## src/rtl/pix_ts_pkg.sv

```systemverilog
package pix_ts_pkg;
  localparam int TS_W_DEF  = 14;
  localparam int NCELL_DEF = 2;

  function automatic int cnt_bits(input int ncell);
    return $clog2(ncell + 1);
  endfunction
endpackage

```

## src/rtl/pix_ts_store.sv

```systemverilog
module pix_ts_store #(
  parameter int TS_W  = pix_ts_pkg::TS_W_DEF,
  parameter int NCELL = pix_ts_pkg::NCELL_DEF,
  localparam int CNT_W = pix_ts_pkg::cnt_bits(NCELL)
) (
  input  logic                    clk,
  input  logic                    rst_n,
  input  logic                    cap_en,
  input  logic [TS_W-1:0]         ts,
  input  logic                    wipe,
  output logic [NCELL*TS_W-1:0]   cells,
  output logic [CNT_W-1:0]        count,
  output logic                    ovf
);
  logic full;
  assign full = (count == CNT_W'(NCELL));

  // pointer and sticky loss flag
  always_ff @(posedge clk) begin
    if (!rst_n || wipe) begin
      count <= '0;
      ovf   <= 1'b0;
    end else if (cap_en) begin
      if (full) ovf   <= 1'b1;
      else      count <= count + 1'b1;
    end
  end

  // one register per cell, written when the pointer selects it
  for (genvar i = 0; i < NCELL; i++) begin : g_cell
    logic [TS_W-1:0] slot;
    always_ff @(posedge clk) begin
      if (!rst_n || wipe)
        slot <= '0;
      else if (cap_en && !full && count == CNT_W'(i))
        slot <= ts;
    end
    assign cells[i*TS_W +: TS_W] = slot;
  end
endmodule

```

## src/rtl/pix_ts_readout.sv

```systemverilog
module pix_ts_readout #(
  parameter int TS_W  = pix_ts_pkg::TS_W_DEF,
  parameter int NCELL = pix_ts_pkg::NCELL_DEF,
  localparam int CNT_W = pix_ts_pkg::cnt_bits(NCELL)
) (
  input  logic                    clk,
  input  logic                    rst_n,
  input  logic                    req_go,
  input  logic                    ready,
  input  logic                    wipe,
  input  logic [NCELL*TS_W-1:0]   cells,
  input  logic [CNT_W-1:0]        count,
  input  logic                    ovf,
  output logic                    valid,
  output logic [NCELL*TS_W-1:0]   ts_q,
  output logic [CNT_W-1:0]        cnt_q,
  output logic                    empty_q,
  output logic                    ovf_q
);
  always_ff @(posedge clk) begin
    if (!rst_n) begin
      valid   <= 1'b0;
      ts_q    <= '0;
      cnt_q   <= '0;
      empty_q <= 1'b1;
      ovf_q   <= 1'b0;
    end else if (wipe) begin
      valid <= 1'b0;
    end else if (valid) begin
      if (ready) valid <= 1'b0;
    end else if (req_go) begin
      valid   <= 1'b1;
      ts_q    <= cells;
      cnt_q   <= count;
      empty_q <= (count == '0);
      ovf_q   <= ovf;
    end
  end
endmodule

```

## src/rtl/pix_ts_recorder.sv

```systemverilog
module pix_ts_recorder #(
  parameter int TS_W  = pix_ts_pkg::TS_W_DEF,
  parameter int NCELL = pix_ts_pkg::NCELL_DEF,
  localparam int CNT_W = pix_ts_pkg::cnt_bits(NCELL)
) (
  input  logic                    clk,
  input  logic                    rst_n,
  input  logic                    train_i,
  input  logic                    hit_i,
  input  logic [TS_W-1:0]         ts_i,
  input  logic                    clr_i,
  input  logic                    rd_req_i,
  input  logic                    rd_ready_i,
  output logic                    rd_valid_o,
  output logic [NCELL*TS_W-1:0]   rd_ts_o,
  output logic [CNT_W-1:0]        rd_count_o,
  output logic                    rd_empty_o,
  output logic                    rd_ovf_o
);
  logic                  cap_en, wipe, req_go, ovf;
  logic [NCELL*TS_W-1:0] cells;
  logic [CNT_W-1:0]      count;

  assign cap_en = train_i & hit_i;
  assign wipe   = clr_i & ~train_i;
  assign req_go = rd_req_i & ~train_i;

  pix_ts_store #(.TS_W(TS_W), .NCELL(NCELL)) u_store (
    .clk(clk), .rst_n(rst_n), .cap_en(cap_en), .ts(ts_i), .wipe(wipe),
    .cells(cells), .count(count), .ovf(ovf)
  );

  pix_ts_readout #(.TS_W(TS_W), .NCELL(NCELL)) u_rd (
    .clk(clk), .rst_n(rst_n), .req_go(req_go), .ready(rd_ready_i), .wipe(wipe),
    .cells(cells), .count(count), .ovf(ovf),
    .valid(rd_valid_o), .ts_q(rd_ts_o), .cnt_q(rd_count_o),
    .empty_q(rd_empty_o), .ovf_q(rd_ovf_o)
  );
endmodule

```

## config.mk

```make
export PLATFORM = sky130hd
export DESIGN_NAME = pix_ts_recorder
export DESIGN_NICKNAME = d
export VERILOG_FILES = /design/src/rtl/pix_ts_pkg.sv /design/src/rtl/pix_ts_store.sv /design/src/rtl/pix_ts_readout.sv /design/src/rtl/pix_ts_recorder.sv
export SDC_FILE = /design/constraint.sdc
export NUM_CORES = 1
export LEC_CHECK = 0
export ABC_AREA = 1
export BUFFER_PORTS_ARGS = -buffer_cell sky130_fd_sc_hd__buf_2
export CORE_MARGIN = 2
export CORE_UTILIZATION = 41
export DETAILED_ROUTE_END_ITERATION = 7
export PLACE_DENSITY_LB_ADDON = 0.25
export SLEW_MARGIN = 15
export SYNTH_ARGS = -nofsm -noshare
export SYNTH_HDL_FRONTEND = slang
export SYNTH_SLANG_ARGS = --single-unit
```

## constraint.sdc

```tcl
create_clock -name clk -period 1.9 [get_ports clk]
set_clock_uncertainty 0.1 [all_clocks]
set_input_delay 0 -clock clk [delete_from_list [all_inputs] [get_ports clk]]
set_output_delay 0 -clock clk [all_outputs]
set_load 0.01 [all_outputs]
```

==> impl_metrics.csv, run 1 <==
group,metric,value,unit
outcome,status,"completed",
setup_path,crit-reg2reg-launch,"u_store.count[0]$_SDFFE_PP0P_",
clock_tree,cts_buffers,9,
sta,timing.hold.ws,49.8,ps
route,wirelength,6900,µm
setup_path,crit_type,"reg -> reg",
grt,grt_overflow_total,0,
sta,period_minus_slack,1630,ps
yosys,ys_seq_elements,64,
setup_path,timing.rr.end,"u_store.ovf$_SDFFE_PP0P_",
final_layout,multiInputGateArea,1180,µm²
clock_tree,clkLatencyLatePin,340,ps
power_and_ir_drop,pwr-share-seq,46.4,%
power_and_ir_drop,pwr-share-comb,14.3,%
yosys,syn_avg_cell_area,6.37,µm²
sta,slew_violations,0,
route,wl_per_cell,10.5,µm
placement,gp_congestion,0.782,
die,dieHeight,91.5,µm
clock_tree,cts_buffer_depth,2,
grt,use_met1,21.7,%
setup_path,cp.arrival,1800,ps
yosys,syn_area,3140,µm²
route,ant_nets,0,
yosys,syn_inst,492,
grt,met2_usage,29.0,%
sta,tns,0,ps
setup_path,cp.required,2070,ps
yosys,synth_area_leaders,"dfxtp_1 41%, inv_1 16%, nand2_1 15%",
grt,top_usage_layer,"met2",
yosys,syn_nets,516,
power_and_ir_drop,vdd_drop_max,0.392,mV
sta,finalSetupViolations,0,
setup_path,end_kind,"flip-flop",
clock_tree,cts_sinks,64,
clock_tree,cts_root_buf,"clkbuf_8",
grt,grt_pass1_wl,11800,µm
route,drt_pre_antenna_iters,4,
die,initial_core_util,42.8,%
final_layout,ff_latch_area,1280,µm²
final_layout,fill_cells,760,
clock_tree,postCtsSetupBuffers,0,
setup_path,r2r_cells,5,
yosys,yosysTopAreaCell,"dfxtp_1",
sta,worst_pin_slew,453,ps
route,vias,2831,
sta,finalCritPeriodShare,85.7,%
power_and_ir_drop,p_clk_share,39.2,%
power_and_ir_drop,internal_power,2210,µW
die,dieArea,8360,µm²
clock_tree,htree_levels,3,
setup_path,rrSetupSlack,270,ps
grt,antenna_found_initial,0,
run,max-cap-violations,0,
worst_hold_path,whs_path_depth,4,
placement,hpwlAfterDp,4590,µm
worst_hold_path,holdCritPathClass,"in -> reg",
final_layout,fin_nets,580,
yosys,seq_area_frac_synth,40.9,%
clock_tree,cts_tree,"yes",
power_and_ir_drop,p_total,3060,µW
clock_tree,clk_pin_slew,70,ps
final_layout,final_common_cell,"inv_1",
placement,io_buffers,53,
yosys,ys_warn_count,0,
die,rows,31,
grt,use_met3,3.73,%
yosys,yosys.area.top_type_share,40.9,%
final_layout,final_cell_mix,"136 x inv_1, 126 x nand2_1, 64 x dfxtp_1, 60 x nor2_1, 53 x buf_2",
route,vias_per_cell,4.29,
final_layout,area_growth,22.2,%
sta,max_freq,614,MHz
sta,relSlewSlack,69.7,%
power_and_ir_drop,p_leak,0.00204,µW
power_and_ir_drop,powerDensity,799,nW/µm²
yosys,yosysUniqueCellTypes,18,
sta,rsz0062_at_grt,"false",
die,core,7330,µm²
final_layout,drive_gt1_share,15.0,%
power_and_ir_drop,switching_share,27.7,%
grt,track_usage,17.6,%
die,boundaryPins,54,
final_layout,diodes,0,
setup_path,path_max_fanout,4,
power_and_ir_drop,p_sw,848,µW
route,drt_iter0_drc,135,
worst_hold_path,hp-start,"rd_req_i",
worst_hold_path,worstHoldEndpoint,"u_rd.ts_q[27]$_SDFFE_PN0P_",
grt,grt_max_degree,33,
sta,finalHoldViolCount,0,
grt,grt_pass1_vias,2720,
setup_path,cp-start-kind,"flip-flop",
die,die_x,91.5,µm
route,drc,0,
synth_stat cells:
cell      number
clkbuf_1       3
nand2_1      126
clkbuf_2       2
inv_2          3
buf_1          7
buf_6          4
buf_4          1
dfxtp_1       64
o21ai_4        1
nand3_1       31
a21oi_1        4
ha_1           3
buf_2         11
nor2_1        60
inv_1        136
nand3_4        1
nor2_8         1
nand4_1       34
cell type report:
cell class | count | share of cell area [%]
flip-flops and latches | 64 | 33.4
multi-input cells | 261 | 30.7
repair buffers | 81 | 13.6
inverters | 139 | 13.6
clock buffers | 10 | 3.59
well taps | 99 | 3.23
clock inverters | 6 | 1.76
sequential cells by signal, summed over array words and instances (netlist names):
signal               cells
u_store.ovf              1
u_rd.empty_q             1
u_rd.ts_q               28
u_rd.cnt_q               2
u_store.g_cell.slot     28
u_rd.valid               1
u_rd.ovf_q               1
u_store.count            2
per-layer routing:
layer	part of all wire (%)	routed length, µm
met5	0	0
met4	1.3	90
met3	3.9	272
met2	46	3170
met1	49	3370
worst max-delay path: stages, from the launching register on:
cell and delay [ps]:
dfxtp_1 330, inv_1 140, ha_1 220, nand3_1 80
dlygate4sd3_1 570, a21oi_1 130
worst max path at each step:
stage	startpoint	end	slack, ps	cells after the start
floorplan	u_store.count[0]$_SDFFE_PP0P_	u_store.g_cell[0].slot[10]$_SDFFE_PP0P_	480	8
global placement	u_store.count[0]$_SDFFE_PP0P_	u_store.g_cell[0].slot[3]$_SDFFE_PP0P_	420	7
detailed placement	u_store.count[0]$_SDFFE_PP0P_	u_store.g_cell[1].slot[7]$_SDFFE_PP0P_	350	7
CTS	u_store.count[0]$_SDFFE_PP0P_	u_store.ovf$_SDFFE_PP0P_	300	5
global route	u_store.count[0]$_SDFFE_PP0P_	u_store.ovf$_SDFFE_PP0P_	170	5
finish	u_store.count[0]$_SDFFE_PP0P_	u_store.ovf$_SDFFE_PP0P_	270	5
repair_timing:
action | CTS | global route
resized for setup | 0 | 0
endpoints found under the hold margin | 32 | 0
hold buffers | 19 | 0
logic make-up after synthesis:
kind of cell	count (synthesis)	synth area share [%]
compound gates	5	1.16
fa+ha+maj	3	1.20
buf+inv	167	21.6
flops	64	40.9
simple gates	253	35.2
power by group through the flow:
stage | clock network (µW) | logic, µW | registers [µW]
3_3_place_gp | 0 | 407 | 1450
2_1_floorplan | 0 | 285 | 1470
5_1_grt | 1310 | 501 | 1430
3_5_place_dp | 0 | 412 | 1450
4_1_cts | 1240 | 441 | 1420
6_report | 1200 | 438 | 1420
metrics by stage:
| stage | cell area (µm²) | utilization [%] | std cells | setup slack (ps) |
|---|---|---|---|---|
| floorplan | 3140 | - | 492 | 484 |
| global route | 3830 | 52.3 | 660 | 169 |
| CTS | 3830 | 52.3 | 660 | 299 |
| global placement | 3440 | 46.9 | 625 | 416 |
| detailed placement | 3440 | 46.9 | 625 | 346 |
| finish | 3830 | 52.3 | 660 | 271 |
Power figures use the tool's default switching activity.
==> run 2: changes to the inputs <==
--- a/config.mk
+++ b/config.mk
@@ -9,6 +9,7 @@
 export BUFFER_PORTS_ARGS = -buffer_cell sky130_fd_sc_hd__buf_2
 export CORE_MARGIN = 2
 export CORE_UTILIZATION = 41
+export CTS_BUF_LIST = sky130_fd_sc_hd__clkbuf_4 sky130_fd_sc_hd__clkbuf_8
 export DETAILED_ROUTE_END_ITERATION = 7
 export PLACE_DENSITY_LB_ADDON = 0.25
 export SLEW_MARGIN = 15
==> constraint.sdc (replaced) <==
create_clock -name clk -period 2.05 [get_ports clk]
set_clock_uncertainty 0.1 [all_clocks]
set_input_delay 0 -clock clk [delete_from_list [all_inputs] [get_ports clk]]
set_output_delay 0 -clock clk [all_outputs]
set_load 0.01 [all_outputs]
==> run 2 against run 1 <==
Worst hold slack got worse by 1.3 ps. Die area unchanged. Worst setup slack lost 83 ps. Cell count grew 0.61%. Sequential power down 7%. First-iteration DRC count down 19%. Total power decreased by 6.5%. Routed wire length rose by 2.2%. Fmax fell by 13%. Final area increased by 0.98%. Critical path type unchanged.
==> impl_metrics.csv, run 2 (synthesis gave the netlist of run 1 again) <==
group,metric,value,unit
clock_tree,clk_pin_slew,70,ps
sta,relSlewSlack,69.5,%
placement,post-place-cells,625,
final_layout,drive_gt1_share,15.6,%
route,drt_pre_antenna_iters,4,
setup_path,cp-start-kind,"flip-flop",
power_and_ir_drop,p_leak,0.00207,µW
grt,track_usage,17.4,%
placement,hpwlAfterDp,4590,µm
sta,period_minus_slack,1860,ps
die,core,7330,µm²
setup_path,path_max_fanout,4,
setup_path,cp.arrival,2050,ps
final_layout,layout.cells.non_filler,664,
grt,grt_max_degree,33,
clock_tree,cts_buffer_depth,2,
route,vias,2901,
setup_path,slowest_delay,550,ps
die,dieHeight,91.5,µm
setup_path,crit_slowest_cell,"dlygate4sd3_1",
sta,timing.hold.ws,48.4,ps
setup_path,crit_type,"reg -> reg",
setup_path,cp.required,2230,ps
clock_tree,cts_sinks,64,
die,dieArea,8360,µm²
sta,slew_violations,0,
sta,finalSetupViolations,0,
clock_tree,clkLatencyLatePin,340,ps
final_layout,area_growth,23.4,%
worst_hold_path,holdCritPathClass,"in -> reg",
final_layout,final_cell_mix,"136 x inv_1, 126 x nand2_1, 64 x dfxtp_1, 59 x nor2_1, 54 x buf_2",
final_layout,final_common_cell,"inv_1",
setup_path,path_cells,"inv_1 > ha_1 > nor2_2 > buf_6 > nand2_1 > a21oi_1 > dlygate4sd3_1",
sta,tns,0,ps
placement,io_buffers,53,
route,wirelength,7050,µm
grt,antenna_found_initial,0,
route,wl_per_cell,10.6,µm
final_layout,fill_cells,783,
sta,max_freq,537,MHz
sta,worst_pin_slew,458,ps
sta,rsz0062_at_grt,"false",
final_layout,fin_nets,584,
clock_tree,cts_tree,"yes",
route,drt_iter0_drc,109,
power_and_ir_drop,powerDensity,740,nW/µm²
setup_path,end_kind,"flip-flop",
grt,grt_overflow_total,0,
placement,gp_congestion,0.785,
grt,grt_pass1_vias,2694,
die,boundaryPins,54,
outcome,status,"completed",
sta,finalCritPeriodShare,90.8,%
power_and_ir_drop,vdd_drop_max,0.364,mV
route,vias_per_cell,4.37,
final_layout,fin_util,52.8,%
grt,grt_pass1_wl,11800,µm
setup_path,crit-reg2reg-launch,"u_store.count[0]$_SDFFE_PP0P_",
clock_tree,htree_levels,3,
final_layout,reg_top3,"u_rd.ts_q: 28 flops, u_store.g_cell.slot: 28 flops",
die,initial_core_util,42.8,%
clock_tree,cts_root_buf,"clkbuf_8",
run,max-cap-violations,0,
clock_tree,cts_buffers,9,
sta,finalHoldViolCount,0,
final_layout,diodes,0,
setup_path,cp-startpoint,"u_store.count[0]$_SDFFE_PP0P_",
route,ant_nets,0,
die,die_x,91.5,µm
route,drc,0,
die,rows,31,
worst_hold_path,hp-start,"train_i",
==> run 2: critical path, delay by kind of cell (launching register included) <==
kind / cells / cell delay, ps
AOI/OAI and AO/OA: 1 / 120
DFF: 1 / 350
and+or+nand+nor: 2 / 230
buffers and inverters: 3 / 780
adders and majority gates: 1 / 240
==> run 2: path summary, 6_finish.rpt <==
path              depth (start not counted)  slack, ps                       endpoint
setup / recovery                          7        190  u_store.count[0]$_SDFFE_PP0P_
hold / removal                            3         50  u_store.count[1]$_SDFFE_PP0P_
setup reg to reg                          7        190  u_store.count[0]$_SDFFE_PP0P_
hold reg to reg                           2        370      u_rd.empty_q$_SDFFE_PN1P_
==> run 2: repair_timing <==
action | 4_1_cts | 5_1_grt
hold endpoints to repair | 32 | 0
hold buffers | 20 | 0
endpoints found under the setup margin | 0 | 1
buffers inserted | 0 | 2
resized for setup | 0 | 2
==> run 2: metrics by stage <==
stage	setup WS (ps)	cell area [µm²]	power, µW
2_1_floorplan	634	3140	1630
4_1_cts	28.3	3840	2890
5_1_grt	55.8	3870	3010
3_5_place_dp	481	3440	1730
3_3_place_gp	552	3440	1720
6_report	188	3870	2860
==> run 2: routing by layer <==
layer	vias to the layer above	routed length [µm]	GRT usage [%]
li1	1562	-	-
met1	1262	3450	22.0
met2	64	3160	28.1
met3	13	301	3.32
met4	0	135	8.71
met5	-	0	0
==> run 2: final cells by class <==
type,count,area [µm²],area share (%)
Sequential cell,64,1280,33.1
Multi-Input combinational cell,261,1180,30.5
Timing Repair Buffer,85,557,14.4
Inverter,139,522,13.5
Clock buffer,13,166,4.30
Tap cell,99,124,3.20
Clock inverter,3,40.0,1.03
==> run 2: power breakdown <==
part	internal, µW	leakage, µW	switching (µW)
clock network	652	0.000110	477
logic	163	0.00144	254
registers	1300	0.000522	20.8
